`config.mk`:
```
export PLATFORM = sky130hd
export DESIGN_NAME = ser_irq_ctrl
export DESIGN_NICKNAME = d
export VERILOG_FILES = /design/src/rtl/ser_irq_pkg.sv /design/src/rtl/ser_irq_timeout.sv /design/src/rtl/ser_irq_sticky.sv /design/src/rtl/ser_irq_regs.sv /design/src/rtl/ser_irq_ctrl.sv
export SDC_FILE = /design/constraint.sdc
export NUM_CORES = 1
export LEC_CHECK = 0
export BUFFER_PORTS_ARGS = -buffer_cell sky130_fd_sc_hd__buf_2
export CAP_MARGIN = 20
export CORE_ASPECT_RATIO = 0.75
export CORE_MARGIN = 1.5
export CORE_UTILIZATION = 45
export DETAILED_ROUTE_END_ITERATION = 10
export PLACE_DENSITY = 0.74
export REMOVE_ABC_BUFFERS = 1
export SLEW_MARGIN = 20
export SYNTH_ARGS = -nofsm -noshare
export SYNTH_HDL_FRONTEND = slang
export SYNTH_SLANG_ARGS = --single-unit
export TNS_END_PERCENT = 10
```
`constraint.sdc`:
```
create_clock -name clk -period 2 [get_ports clk]
set_input_delay 0.4 -clock clk [delete_from_list [all_inputs] [get_ports clk]]
set_output_delay 0.4 -clock clk [all_outputs]
set_load 0.1 [all_outputs]
```
`src/rtl/ser_irq_pkg.sv`:
```
package ser_irq_pkg;

    localparam int unsigned NUM_SRC = 4;
    localparam int unsigned BIT_OVR = 0;
    localparam int unsigned BIT_TMO = 1;
    localparam int unsigned BIT_RXL = 2;
    localparam int unsigned BIT_TXL = 3;

    typedef enum logic [1:0] {
        REG_MASK     = 2'd0,
        REG_RAW      = 2'd1,
        REG_MSK_STAT = 2'd2,
        REG_CLEAR    = 2'd3
    } reg_sel_e;

    typedef enum logic [1:0] {
        TO_EMPTY = 2'd0,
        TO_COUNT = 2'd1,
        TO_FIRED = 2'd2
    } to_state_e;

endpackage

```
`src/rtl/ser_irq_timeout.sv`:
```
module ser_irq_timeout
    import ser_irq_pkg::*;
#(
    parameter int unsigned TICKS = 32
) (
    input  logic clk,
    input  logic rst_n,
    input  logic fifo_empty,
    input  logic pop,
    input  logic tick,
    output logic fire
);
    localparam int unsigned CW = $clog2(TICKS + 1);
    localparam logic [CW-1:0] LAST = CW'(TICKS - 1);

    to_state_e       state_q, state_d;
    logic [CW-1:0]   cnt_q, cnt_d;

    // state register
    always_ff @(posedge clk or negedge rst_n) begin
        if (!rst_n) begin
            state_q <= TO_EMPTY;
            cnt_q   <= '0;
        end else begin
            state_q <= state_d;
            cnt_q   <= cnt_d;
        end
    end

    // next state
    always_comb begin
        state_d = state_q;
        cnt_d   = cnt_q;
        unique case (state_q)
            TO_EMPTY: begin
                cnt_d = '0;
                if (!fifo_empty) state_d = TO_COUNT;
            end
            TO_COUNT: begin
                if (fifo_empty) begin
                    state_d = TO_EMPTY;
                    cnt_d   = '0;
                end else if (pop) begin
                    cnt_d = '0;
                end else if (tick) begin
                    if (cnt_q == LAST) begin
                        state_d = TO_FIRED;
                        cnt_d   = '0;
                    end else begin
                        cnt_d = cnt_q + 1'b1;
                    end
                end
            end
            TO_FIRED: begin
                cnt_d = '0;
                if (fifo_empty)  state_d = TO_EMPTY;
                else if (pop)    state_d = TO_COUNT;
            end
            default: begin
                state_d = TO_EMPTY;
                cnt_d   = '0;
            end
        endcase
    end

    // outputs
    always_comb begin
        fire = (state_q == TO_COUNT) && !fifo_empty && !pop && tick
               && (cnt_q == LAST);
    end

endmodule

```
`src/rtl/ser_irq_sticky.sv`:
```
module ser_irq_sticky (
    input  logic clk,
    input  logic rst_n,
    input  logic set,
    input  logic clr,
    output logic q
);
    // set has priority over a coincident clear
    always_ff @(posedge clk or negedge rst_n) begin
        if (!rst_n) q <= 1'b0;
        else        q <= set | (q & ~clr);
    end
endmodule

```
`src/rtl/ser_irq_regs.sv`:
```
module ser_irq_regs
    import ser_irq_pkg::*;
(
    input  logic               clk,
    input  logic               rst_n,
    input  logic               wr,
    input  logic [1:0]         addr,
    input  logic [NUM_SRC-1:0] wdata,
    input  logic [NUM_SRC-1:0] raw,
    output logic [NUM_SRC-1:0] mask,
    output logic [NUM_SRC-1:0] clr,
    output logic [NUM_SRC-1:0] masked,
    output logic [NUM_SRC-1:0] rdata
);
    reg_sel_e sel;
    assign sel = reg_sel_e'(addr);

    always_ff @(posedge clk or negedge rst_n) begin
        if (!rst_n)                       mask <= '0;
        else if (wr && sel == REG_MASK)   mask <= wdata;
    end

    always_comb begin
        masked = raw & mask;
        clr    = (wr && sel == REG_CLEAR) ? wdata : '0;
        unique case (sel)
            REG_MASK:     rdata = mask;
            REG_RAW:      rdata = raw;
            REG_MSK_STAT: rdata = masked;
            REG_CLEAR:    rdata = '0;
            default:      rdata = '0;
        endcase
    end
endmodule

```
`src/rtl/ser_irq_ctrl.sv`:
```
module ser_irq_ctrl
    import ser_irq_pkg::*;
#(
    parameter int unsigned FIFO_DEPTH   = 8,
    parameter int unsigned IDLE_TICKS   = 32,
    localparam int unsigned CNT_W       = $clog2(FIFO_DEPTH + 1)
) (
    input  logic               clk,
    input  logic               rst_n,
    input  logic [CNT_W-1:0]   rx_count,
    input  logic [CNT_W-1:0]   tx_count,
    input  logic               frame_done,
    input  logic               rx_pop,
    input  logic               bit_tick,
    input  logic               reg_wr,
    input  logic [1:0]         reg_addr,
    input  logic [NUM_SRC-1:0] reg_wdata,
    output logic [NUM_SRC-1:0] reg_rdata,
    output logic [NUM_SRC-1:0] masked_stat,
    output logic               irq,
    output logic               rx_accept
);
    localparam logic [CNT_W-1:0] FULL = CNT_W'(FIFO_DEPTH);
    localparam logic [CNT_W-1:0] HALF = CNT_W'(FIFO_DEPTH / 2);

    logic               rx_full;
    logic               tmo_fire;
    logic [1:0]         sticky_set;
    logic [1:0]         sticky_q;
    logic [NUM_SRC-1:0] clr_vec;
    logic [NUM_SRC-1:0] mask_q;
    logic [NUM_SRC-1:0] raw_stat;

    assign rx_full   = (rx_count == FULL);
    assign rx_accept = frame_done && !rx_full;

    ser_irq_timeout #(.TICKS(IDLE_TICKS)) u_tmo (
        .clk        (clk),
        .rst_n      (rst_n),
        .fifo_empty (rx_count == '0),
        .pop        (rx_pop),
        .tick       (bit_tick),
        .fire       (tmo_fire)
    );

    assign sticky_set[BIT_OVR] = frame_done && rx_full;
    assign sticky_set[BIT_TMO] = tmo_fire;

    for (genvar g = 0; g < 2; g++) begin : g_sticky
        ser_irq_sticky u_flag (
            .clk   (clk),
            .rst_n (rst_n),
            .set   (sticky_set[g]),
            .clr   (clr_vec[g]),
            .q     (sticky_q[g])
        );
    end

    always_comb begin
        raw_stat          = '0;
        raw_stat[BIT_OVR] = sticky_q[BIT_OVR];
        raw_stat[BIT_TMO] = sticky_q[BIT_TMO];
        raw_stat[BIT_RXL] = (rx_count >= HALF);
        raw_stat[BIT_TXL] = (tx_count <= HALF);
    end

    ser_irq_regs u_regs (
        .clk    (clk),
        .rst_n  (rst_n),
        .wr     (reg_wr),
        .addr   (reg_addr),
        .wdata  (reg_wdata),
        .raw    (raw_stat),
        .mask   (mask_q),
        .clr    (clr_vec),
        .masked (masked_stat),
        .rdata  (reg_rdata)
    );

    assign irq = |masked_stat;

endmodule

```
# Yosys cells after proc, flatten, opt, wreduce, memory -nomap -nowiden
# Index checks and enable logic that the tools add are counted.
# totals
ff_bits,14
inputBits,20
word_cells,59
# op_classes
addsub,1
n_lt_le_gt_ge,2
n_eq_ne,13
mux,15
n_bitwise,7
reduce_logical,16
# op_table
op,n
2-to-1 mux 6 bit,5
2-to-1 mux 2 bit,8
one-hot mux 4 bit (4 select lines),1
"inequality test 3 x 2 -> 1 bit, second input constant",4
logical AND 1 bit,8
"adder 6 x 1 -> 6 bit, second input constant",1
"== test 2 bit, second input constant",3
"== test 6 x 5 -> 1 bit, second input constant",1
one-hot mux 2 bit (3 select lines),1
AND reduction 5 bit,1
AND 4 bit,1
"== test 2 x 1 -> 1 bit, second input constant",2
"== test 4 bit, second input constant",1
"greater-or-equal comparator 4 x 3 -> 1 bit, second input constant",1
"<= comparator 4 x 3 -> 1 bit, second input constant",1
logical NOT 2 bit,2
logical NOT 4 bit,1
"inequality test 4 x 3 -> 1 bit, second input constant",1
OR reduction 4 bit,1
logical NOT 1 bit,3
AND 1 bit,2
"inequality test 2 bit, second input constant",1
inverter 1 bit,2
OR 1 bit,2

# Logic depth before layout (Yosys ltp)
# Gate-level depths: netlist of run 1.
# depth
word_depth,7
depth_mapped,4
mapped_depth_nobuf,4

# By module
# From an unflattened synthesis of run 1, not the netlist that was laid out.
# hier_totals
hier_cells,82
area_unflattened_um2,837.1
# by_module_without_submodules
module,n_inst,cells_per_inst,area_per_inst_um2,seq_area_each_um2
ser_irq_timeout,1,36,404.1,200.2
ser_irq_regs,1,32,310.3,100.1
ser_irq_sticky,2,3,36.3,25.0
ser_irq_ctrl,1,8,50.0,0.0

# Least setup slack after synthesis of run 1
# Ideal clock, no wire load.
# synth_path
kind,in2out
from,input reg_addr[0]
to,output reg_rdata[2]
arrival_ps,3109
t_required_ps,1600
slack_ps,-1509
cell_stages,3
path_buffers,1
cell_sequence,buf_1 -> nor2_1 -> o32ai_1
# synth_between
elab_chain_cells,2
# synth_lines
element,line,text
"start, declared",ser_irq_ctrl.sv:16,"input logic [1:0] reg_addr,"
"== test 2 bit, or another cell as far along",ser_irq_regs.sv:26,unique case (sel)
one-hot mux 4 bit (4 select lines) *,ser_irq_regs.sv:26,
"end, declared",ser_irq_ctrl.sv:18,"output logic [NUM_SRC-1:0] reg_rdata,"
# Every way passes the cells marked *; elsewhere a longest branch is shown, timed or not.

# Final worst setup path of run 1
# layout_path
from,register g_sticky[0].u_flag.q
to,output reg_rdata[0]
# layout_between
elab_chain_cells,2
# layout_lines
element,line,text
"start, declared",ser_irq_sticky.sv:6,output logic q
"start signal, assigned",ser_irq_sticky.sv:11,else q <= set | (q & ~clr);
AND 4 bit,ser_irq_regs.sv:24,masked = raw & mask;
one-hot mux 4 bit (4 select lines) *,ser_irq_regs.sv:26,
# Marked as above.

==> reports/metrics.csv, run 1 <==
stage;metric;value;unit
detailed_routing;drt_iter0_markers;14;
grt;overflow;0;
synth;ys_types;35;
clock_tree;root_buffer;clkbuf_4;
grt;grt_pass1_wl;2700;um
timing;finalHoldViolCount;0;
clock_tree;post_cts_buffers;0;
placement;dpl.hpwl;1510;um
min_path;worstHoldPathType;primary input to register;
critical_path;max_stage_delay;0.44;ns
power_and_ir_drop;ir_drop;0.521;mV
grt;grt_util_met2;28.5;%
synth;synth_top_area_share;42.9;%
detailed_routing;drt-wirelength-per-cell;13.9;um
synth;synthCells;85;
placement;gp_congestion;0.757;
timing;clock_skew;0.00617;ns
status;status;completed;
detailed_routing;totalWireLength;1940;um
critical_path;arrival;1.38;ns
grt;first_global_vias;613;
floorplanning;core-area;1720;sq um
grt;antenna_found_initial;0;
timing;fmax;562;MHz
layout;nets;140;
timing;post-route-period-util;88.9;%
detailed_routing;ant_nets;0;
synth;ys_top_cells_by_area;dfrtp_1 (43%), mux2_2 (5.5%), inv_1 (4.1%);
timing;setup_viol;0;
clock_tree;hold_buffers;1;
synth;synth_area;817;sq um
detailed_routing;via_per_inst;5.63;
layout;final_util;63.6;%
floorplanning;die_x;52.2;um
critical_path;critical_path.slowest_cell;buf_2;
synth;synth.top_cells.by_count;dfrtp_1 (14), inv_1 (9), nand2_1 (5);
grt;grt_busiest_layer;met2;
timing;hold-worst-slack;0.308;ns
floorplanning;die_y;39.9;um
layout;n_antenna_cell;0;
floorplanning;die_area;2080;sq um
synth;synth_largest_area_cell;dfrtp_1;
clock_tree;clk_path_buf_depth;2;
synth;synth_enable_flop_cells;0;
layout;area_growth;34.1;%
grt;use_met3;6.87;%
critical_path;worstPathRequired;1.60;ns
synth;synth_most_common_cell;dfrtp_1;
clock_tree;path_clk_slew;0.09;ns
clock_tree;cts_tree;built;
clock_tree;cts_max_level;1;
grt;use_met1;25.5;%
synth;yosysSeqAreaShare;42.9;%
critical_path;crit_path_start_kind;register;
detailed_routing;dr.pass1.iters;4;
floorplanning;rows;13;
timing;rsz0062_at_grt;false;
power_and_ir_drop;power;0.000897;W
synth;ys_seq_elements;14;
clock_tree;cts_made_buffers;3;
clock_tree;clk_latency;0.29;ns
floorplanning;num_io_pins;30;
timing;final_max_slew_viol_count;0;
job;cap_violations;0;
critical_path;worstPathCellList;nand2_1 > o22ai_1 > buf_2;
critical_path;critPathKind;register to output port;
detailed_routing;vias;788;
layout;drive_above_1_share;35.6;%
grt;grtUsageTotal;18.6;%
synth;ys_warn_count;0;
power_and_ir_drop;power_density;819;nW/um^2
timing;fin_crit;1.78;ns
detailed_routing;drcViolationCount;0;
critical_path;crit_path_end_kind;output port;
floorplanning;start_util;47.4;%
clock_tree;cts_resized;0;
timing;tightestPinTransition;0.483;ns
timing;setup_tns;0;ns
critical_path;critPathMaxFanout;3;
power_and_ir_drop;p_leak;0.528;nW
timing;slew-limit-headroom;67.5;%
clock_tree;cts_sinks;14;
grt;grt_max_degree;15;
synth;synth_ff_type;dfrtp_1;
placement;numPortBuffers;29;
synth;synth_area_per_cell;9.61;sq um
synth;synth-async-reset-ratio;100;%
-- final timing paths --
path,slack [ns],endpoint,depth (start not counted),start
min in group asynchronous,0.54,g_sticky[0].u_flag.q,2,rst_n
max in group asynchronous,1.21,u_regs.mask[3],2,rst_n
worst max register to register,0.40,u_tmo.state_q[1],4,u_tmo.cnt_q[0]
worst max-delay path,0.22,reg_rdata[0],3,g_sticky[0].u_flag.q
worst min-delay path,0.31,u_tmo.state_q[1],2,rx_pop
worst min register to register,0.50,u_tmo.state_q[0],1,u_tmo.state_q[0]
-- state kept, by name, indices dropped and copies added (netlist names) --
| name | flops |
|---|---|
| u_tmo.state_q | 2 |
| u_tmo.cnt_q | 6 |
| u_regs.mask | 4 |
| g_sticky.u_flag.q | 2 |
-- worst max-delay path: cells and delay by family (launching register included) --
kind                   cells  cell delay (ns)
buffers and inverters      1             0.44
AO/OA/AOI/OAI              1             0.15
AND/OR/NAND/NOR            1             0.11
flip-flops                 1             0.39
-- power breakdown --
group	switching, W	internal [W]	total, W	leakage [nW]
Combinational	0.000258	0.000110	0.000368	0.327
Sequential	0.0000171	0.000305	0.000322	0.180
Clock	0.0000953	0.000111	0.000206	0.0210
-- cell usage in the layout, fill, tap and decap left out, types with 2 or more instances in the layout --
| cell | count |
|---|---|
| a21oi_1 | 2 |
| a31oi_1 | 2 |
| buf_12 | 4 |
| buf_2 | 25 |
| buf_4 | 2 |
| clkbuf_4 | 3 |
| dfrtp_1 | 14 |
| inv_1 | 9 |
| mux2_2 | 4 |
| mux2i_1 | 3 |
| nand2_1 | 5 |
| nand2b_1 | 3 |
| nand3_1 | 3 |
| nand4_1 | 4 |
| nor2_1 | 4 |
| nor2b_1 | 2 |
| nor3b_1 | 2 |
| o21ai_0 | 3 |
| o22ai_1 | 3 |
| o311ai_0 | 2 |
| xor2_1 | 2 |
-- cell type report --
class	instances	area (sq um)
clock buffers	4	36.3
fillers	143	628
inverters	9	33.8
multi-input cells	59	418
flip-flops and latches	14	350
well taps	22	27.5
repair buffers	32	230
-- metal layers --
layer,wire (um),part of all wire [%]
met1,885,46
met5,0,0
met3,86,4.4
met4,11,0.57
met2,957,49
-- cell families (layout without fill, tap and decap cells) --
kind of cell	after synthesis	count (layout)	share of synthesized area, %
simple gates	30	30	21.1
compound gates	19	19	17.2
flops	14	14	42.9
buf+inv	12	45	5.97
mux	7	7	9.19
xor+xnor	2	2	2.14
fa+ha+maj	1	1	1.53
-- metrics by stage --
| stage | area [sq um] | instances | setup WS (ns) |
|---|---|---|---|
| after floorplan | 802 | 82 | -1.21 |
| after global placement | 1050 | 135 | 0.268 |
| after detailed placement | 1050 | 135 | 0.245 |
| after CTS | 1100 | 140 | 0.217 |
| after global routing | 1100 | 140 | 0.156 |
| final | 1100 | 140 | 0.222 |
No activity file was read; power rests on OpenSTA's default activity.
==> inputs of run 2 (changes only) <==
--- a/config.mk
+++ b/config.mk
@@ -5,13 +5,14 @@
 export SDC_FILE = /design/constraint.sdc
 export NUM_CORES = 1
 export LEC_CHECK = 0
+export ABC_AREA = 1
 export BUFFER_PORTS_ARGS = -buffer_cell sky130_fd_sc_hd__buf_2
 export CAP_MARGIN = 20
 export CORE_ASPECT_RATIO = 0.75
 export CORE_MARGIN = 1.5
 export CORE_UTILIZATION = 45
 export DETAILED_ROUTE_END_ITERATION = 10
-export PLACE_DENSITY = 0.74
+export PLACE_DENSITY = 0.72
 export REMOVE_ABC_BUFFERS = 1
 export SLEW_MARGIN = 20
 export SYNTH_ARGS = -nofsm -noshare
==> reports/metrics.csv, run 2 <==
stage;metric;value;unit;change
critical_path;r2r_slack;0.74;ns;was 0.40 ns
timing;final_max_slew_viol_count;0;;unchanged
critical_path;cp-startpoint;g_sticky[0].u_flag.q;;unchanged
critical_path;worstPathRequired;1.60;ns;about the same
floorplanning;start_util;50.2;%;was 47.4%
placement;dpl.hpwl;1640;um;was 1510 um
timing;setup_viol;0;;unchanged
grt;grtUsageTotal;20.4;%;was 18.6%
synth;synth_area_per_cell;7.03;sq um;was 9.61 sq um
grt;grt_max_degree;15;;unchanged
synth;synth_enable_flop_cells;0;;unchanged
clock_tree;clk_latency;0.28;ns;was 0.29 ns
synth;ys_warn_count;0;;unchanged
timing;rsz0062_at_grt;false;;unchanged
detailed_routing;vias;910;;was 788
detailed_routing;drt_iter0_markers;19;;was 14
power_and_ir_drop;p_leak;0.666;nW;was 0.528 nW
layout;layout_commonest_cell;nand2_1;;was buf_2
synth;synth-async-reset-ratio;100;%;unchanged
critical_path;arrival;1.33;ns;was 1.38 ns
floorplanning;die_area;2300;sq um;was 2080 sq um
critical_path;cp-endpoint;irq;;was reg_rdata[0]
critical_path;ff2ff_path_depth;6;;was 4
clock_tree;clk_path_buf_depth;2;;unchanged
power_and_ir_drop;p_int;0.000539;W;was 0.000527 W
critical_path;critPathKind;register to output port;;unchanged
clock_tree;root_buffer;clkbuf_4;;unchanged
clock_tree;path_clk_slew;0.09;ns;about the same
timing;fin_crit;1.73;ns;was 1.78 ns
critical_path;crit_path_end_kind;output port;;unchanged
status;status;completed;;unchanged
min_path;worstHoldPathType;primary input to register;;unchanged
timing;finalHoldViolCount;0;;unchanged
layout;regMostFlops;u_tmo.cnt_q;;unchanged
clock_tree;hold_buffers;1;;unchanged
timing;post-route-period-util;86.7;%;was 88.9%
placement;numPortBuffers;29;;unchanged
floorplanning;core-area;1810;sq um;was 1720 sq um
timing;clock_skew;0.00548;ns;was 0.00617 ns
grt;first_global_vias;801;;was 613
power_and_ir_drop;pwr-share-comb;42.6;%;was 41.1%
floorplanning;rows;13;;unchanged
layout;final_util;64.9;%;was 63.6%
synth;ys_types;21;;was 35
critical_path;crit_buf_inv;2;;was 1
placement;gp_congestion;0.806;;was 0.757
synth;synth.top_cells.by_count;nand2_1 (37), inv_1 (19), dfrtp_1 (14);;was dfrtp_1 (14), inv_1 (9), nand2_1 (5)
layout;n_antenna_cell;0;;unchanged
timing;slew-limit-headroom;67.5;%;about the same
layout;nets;185;;was 140
layout;largest_reg_flops;6;;unchanged
critical_path;reg2reg_from;u_tmo.cnt_q[0];;unchanged
power_and_ir_drop;ir_drop;0.605;mV;was 0.521 mV
power_and_ir_drop;power_density;815;nW/um^2;was 819 nW/um^2
clock_tree;cts_made_buffers;3;;unchanged
detailed_routing;drcViolationCount;0;;unchanged
critical_path;worstPathCellList;nand2_1 > inv_2 > nor3_1 > o21ai_1 > buf_12;;was nand2_1 > o22ai_1 > buf_2
detailed_routing;totalWireLength;2000;um;was 1940 um
grt;overflow;0;;unchanged
synth;synth_area;907;sq um;was 817 sq um
power_and_ir_drop;p_switching;0.000415;W;was 0.000371 W
synth;yosysSeqAreaShare;38.6;%;was 42.9%
detailed_routing;via_per_inst;4.92;;was 5.63
critical_path;critPathMaxFanout;3;;unchanged
timing;fmax;577;MHz;was 562 MHz
grt;grt_pass1_wl;3380;um;was 2700 um
critical_path;rr_endpoint;u_tmo.state_q[0];;was u_tmo.state_q[1]
power_and_ir_drop;p_clk_share;21.3;%;was 23.0%
clock_tree;post_cts_buffers;0;;unchanged
floorplanning;die_x;54.8;um;was 52.2 um
layout;drive_above_1_share;30.1;%;was 35.6%
critical_path;crit_family;flip-flops;;was buffers and inverters
synth;ys_top_cells_by_area;dfrtp_1 (39%), nand2_1 (15%), inv_1 (7.9%);;was dfrtp_1 (43%), mux2_2 (5.5%), inv_1 (4.1%)
job;cap_violations;0;;unchanged
critical_path;critical_path.slowest_cell;dfrtp_1;;was buf_2
detailed_routing;drt-wirelength-per-cell;10.8;um;was 13.9 um
synth;ys_seq_elements;14;;unchanged
min_path;worstHoldStart;rx_pop;;unchanged
critical_path;crit_path_start_kind;register;;unchanged
detailed_routing;ant_nets;0;;unchanged
power_and_ir_drop;swShare;43.5;%;was 41.3%
critical_path;cp_num_cells;5;;was 3
synth;synthCells;129;;was 85
power_and_ir_drop;sequentialPowerShare;36.0;%;was 35.9%
synth;synth_top_area_share;38.6;%;was 42.9%
floorplanning;num_io_pins;30;;unchanged
layout;area_growth;29.1;%;was 34.1%
clock_tree;cts_max_level;1;;unchanged
synth;synth_largest_area_cell;dfrtp_1;;unchanged
timing;tightestPinTransition;0.492;ns;was 0.483 ns
clock_tree;cts_resized;0;;unchanged
synth;synth_ff_type;dfrtp_1;;unchanged
synth;synth_most_common_cell;nand2_1;;was dfrtp_1
critical_path;max_stage_delay;0.41;ns;was 0.44 ns
timing;hold-worst-slack;0.335;ns;was 0.308 ns
clock_tree;cts_sinks;14;;unchanged
grt;antenna_found_initial;0;;unchanged
clock_tree;cts_tree;built;;unchanged
detailed_routing;dr.pass1.iters;4;;unchanged
floorplanning;die_y;41.9;um;was 39.9 um
layout;reg.largest.list;u_tmo.cnt_q (6), u_regs.mask (4);;unchanged
layout;final_cell_mix;nand2_1 (37), buf_2 (26), inv_1 (19);;was buf_2 (25), dfrtp_1 (14), inv_1 (9)
==> run 2: power groups by stage <==
stage / combinational, W / sequential, W / clock (W)
after floorplan: 0.000300 / 0.000342 / 0
after global routing: 0.000434 / 0.000350 / 0.000225
final: 0.000407 / 0.000344 / 0.000204
after detailed placement: 0.000407 / 0.000349 / 0
after global placement: 0.000400 / 0.000349 / 0
after CTS: 0.000409 / 0.000344 / 0.000211
==> run 2: area by class of cell <==
class                   instances  area [sq um]
fillers                       156           634
multi-input cells              92           468
flip-flops and latches         14           350
repair buffers                 30           200
inverters                      23          88.8
clock buffers                   4          36.3
well taps                      22          27.5
==> run 2: worst min-delay path by stage <==
stage	depth (start not counted)	to	slack (ns)
floorplan	0	g_sticky[0].u_flag.q	0.10
global placement	1	g_sticky[0].u_flag.q	0.31
detailed placement	1	g_sticky[0].u_flag.q	0.31
CTS	2	u_tmo.cnt_q[2]	0.32
global route	2	u_tmo.cnt_q[2]	0.33
finish	2	u_tmo.cnt_q[2]	0.34
==> run 2: stage by stage <==
step	TNS, ns	cell area [sq um]	cells	power [W]	setup slack (ns)
finish	0	1170	185	0.000954	0.266
global route	0	1170	185	0.00101	0.155
CTS	0	1170	185	0.000964	0.254
detailed placement	0	1120	180	0.000757	0.299
global placement	0	1120	180	0.000749	0.330
floorplan	-2.10	907	129	0.000642	-0.539
==> run 2: cells by family (layout without fill, tap and decap cells) <==
logic type,after synthesis,after routing,share of synthesized area (%)
AND/OR/NAND/NOR,72,72,38.6
buffers and inverters,23,57,9.79
AO/OA/AOI/OAI,18,18,10.6
flip-flops,14,14,38.6
adder cells (fa/ha/maj),1,1,1.38
XOR/XNOR,1,1,0.966
==> run 2: layer usage <==
| layer | routed length, um | track usage (%) |
|---|---|---|
| met5 | 0 | 0 |
| met4 | 23 | 6.00 |
| met3 | 76 | 7.55 |
| met2 | 859 | 28.6 |
| met1 | 1040 | 29.0 |
==> inputs of run 3 (changes only) <==
--- a/config.mk
+++ b/config.mk
@@ -13,7 +13,6 @@
 export CORE_UTILIZATION = 45
 export DETAILED_ROUTE_END_ITERATION = 10
 export PLACE_DENSITY = 0.72
-export REMOVE_ABC_BUFFERS = 1
 export SLEW_MARGIN = 20
 export SYNTH_ARGS = -nofsm -noshare
 export SYNTH_HDL_FRONTEND = slang
==> reports/metrics.csv, run 3 (synthesized netlist as in run 2, its figures left out) <==
stage;metric;value;unit;change
status;status;complete, but fails checks;;was completed
status;violations;hold timing;;
grt;grtUsageTotal;20.6;%;was 20.4%
clock_tree;post_cts_buffers;0;;unchanged
layout;n_antenna_cell;0;;unchanged
job;cap_violations;0;;unchanged
detailed_routing;dr.pass1.iters;4;;unchanged
critical_path;crit_path_start_kind;register;;unchanged
power_and_ir_drop;swShare;43.8;%;was 43.5%
layout;largest_reg_flops;6;;unchanged
power_and_ir_drop;p_switching;0.000420;W;was 0.000415 W
critical_path;critPathKind;register to output port;;unchanged
timing;rsz0062_at_grt;false;;unchanged
timing;finalHoldViolCount;14;;was 0
placement;dpl.hpwl;1680;um;was 1640 um
detailed_routing;ant_nets;0;;unchanged
clock_tree;cts_made_buffers;3;;unchanged
grt;grt_pass1_wl;3500;um;was 3380 um
clock_tree;cts_max_level;1;;unchanged
grt;grt_max_degree;15;;unchanged
detailed_routing;drt-wirelength-per-cell;11.3;um;was 10.8 um
detailed_routing;vias;949;;was 910
clock_tree;cts_tree;built;;unchanged
power_and_ir_drop;p_int;0.000539;W;about the same
timing;hold-worst-slack;-0.00858;ns;was 0.335 ns
detailed_routing;totalWireLength;2080;um;was 2000 um
placement;gp_congestion;0.834;;was 0.806
floorplanning;num_io_pins;30;;unchanged
floorplanning;rows;13;;unchanged
critical_path;crit_buf_inv;2;;unchanged
clock_tree;root_buffer;clkbuf_4;;unchanged
power_and_ir_drop;p_clk_share;21.6;%;was 21.3%
timing;final_max_slew_viol_count;0;;unchanged
critical_path;critPathMaxFanout;3;;unchanged
detailed_routing;drt_iter0_markers;27;;was 19
timing;fin_crit;1.78;ns;was 1.73 ns
clock_tree;clk_path_buf_depth;2;;unchanged
critical_path;crit_path_end_kind;output port;;unchanged
clock_tree;cts_resized;0;;unchanged
layout;reg.largest.list;u_tmo.cnt_q (6), u_regs.mask (4);;unchanged
critical_path;worstPathRequired;1.60;ns;about the same
detailed_routing;via_per_inst;5.16;;was 4.92
layout;nets;184;;was 185
grt;overflow;0;;unchanged
power_and_ir_drop;pwr-share-comb;42.5;%;was 42.6%
detailed_routing;drcViolationCount;0;;unchanged
grt;antenna_found_initial;0;;unchanged
critical_path;worstPathCellList;nand2_1 > inv_2 > nor3_1 > o21ai_1 > buf_12;;unchanged
clock_tree;path_clk_slew;0.09;ns;about the same
floorplanning;core-area;1810;sq um;unchanged
layout;fill_cells;158;;was 156
synth;syn_nets;150;;
power_and_ir_drop;p_leak;0.662;nW;was 0.666 nW
layout;area_growth;28.4;%;was 29.1%
timing;slew-limit-headroom;67.6;%;was 67.5%
layout;layout_commonest_cell;nand2_1;;unchanged
layout;regMostFlops;u_tmo.cnt_q;;unchanged
layout;final_cell_mix;nand2_1 (37), buf_2 (26), inv_1 (19);;unchanged
clock_tree;cts_sinks;14;;unchanged
clock_tree;hold_buffers;0;;was 1
timing;setup_viol;0;;unchanged
min_path;worstHoldPathType;primary input to asynchronous set/reset pin;;was primary input to register
floorplanning;die_x;54.8;um;unchanged
floorplanning;die_y;41.9;um;unchanged
critical_path;max_stage_delay;0.41;ns;about the same
power_and_ir_drop;power_density;823;nW/um^2;was 815 nW/um^2
placement;dp_cells;180;;unchanged
timing;fmax;562;MHz;was 577 MHz
timing;setup_tns;0;ns;unchanged
power_and_ir_drop;sequentialPowerShare;35.9;%;was 36.0%
timing;layout_setup_ws;0.220;ns;was 0.266 ns
placement;place_ws;0.255;ns;was 0.299 ns
timing;tightestPinTransition;0.489;ns;was 0.492 ns
layout;drive_above_1_share;30.9;%;was 30.1%
layout;final_cell_count_no_fill;184;;was 185
critical_path;arrival;1.38;ns;was 1.33 ns
critical_path;crit_family;flip-flops;;unchanged
grt;first_global_vias;783;;was 801
timing;post-route-period-util;89.0;%;was 86.7%
power_and_ir_drop;power;0.000959;W;was 0.000954 W
floorplanning;die_area;2300;sq um;unchanged
timing;clock_skew;0.00549;ns;was 0.00548 ns
clock_tree;clk_latency;0.29;ns;was 0.28 ns
power_and_ir_drop;ir_drop;0.562;mV;was 0.605 mV
floorplanning;start_util;50.2;%;unchanged
critical_path;critical_path.slowest_cell;dfrtp_1;;unchanged
placement;numPortBuffers;29;;unchanged
[run 3: cell types whose count changed in the layout (fill, tap and decap cells not counted), sizes merged]
cell / change
dlygate4sd3: -1
[run 3: routing by layer]
layer | track usage, % | wire, um
met4 | 3.00 | 6
met5 | 0 | 0
met2 | 27.4 | 870
met3 | 7.55 | 144
met1 | 32.2 | 1060
[run 3: power groups by stage]
stage	Clock [W]	Combinational, W	Sequential (W)
after global placement	0	0.000400	0.000348
final	0.000207	0.000408	0.000344
after detailed placement	0	0.000408	0.000349
after CTS	0.000206	0.000411	0.000343
after floorplan	0	0.000302	0.000342
after global routing	0.000219	0.000439	0.000349
[run 3: cell type report]
cell class                 instances  area (sq um)  area share, %
multi-input combinational         92           472           40.5
sequential                        14           350           30.1
timing repair buffer              29           190           16.3
inverter                          23          88.8           7.63
clock buffer                       4          36.3           3.11
tap                               22          27.5           2.36
[run 3: path summary, 6_finish.rpt]
kind,startpoint,to,slack [ns],cells past startpoint
max,g_sticky[0].u_flag.q,irq,0.22,5
min,rst_n,u_regs.mask[0],-0.009,1
max reg2reg,u_tmo.cnt_q[0],u_tmo.state_q[0],0.68,6
min reg2reg,u_regs.mask[2],u_regs.mask[2],0.51,2
max in group asynchronous,rst_n,u_tmo.cnt_q[3],1.77,1
min in group clk,rx_pop,u_tmo.cnt_q[2],0.33,2
[run 3: stage by stage]
stage                     util (%)  area [sq um]
final                         64.5          1160
after global routing          64.5          1160
after CTS                     64.5          1160
after detailed placement      62.5          1130
after global placement        62.5          1130
after floorplan                  -           911
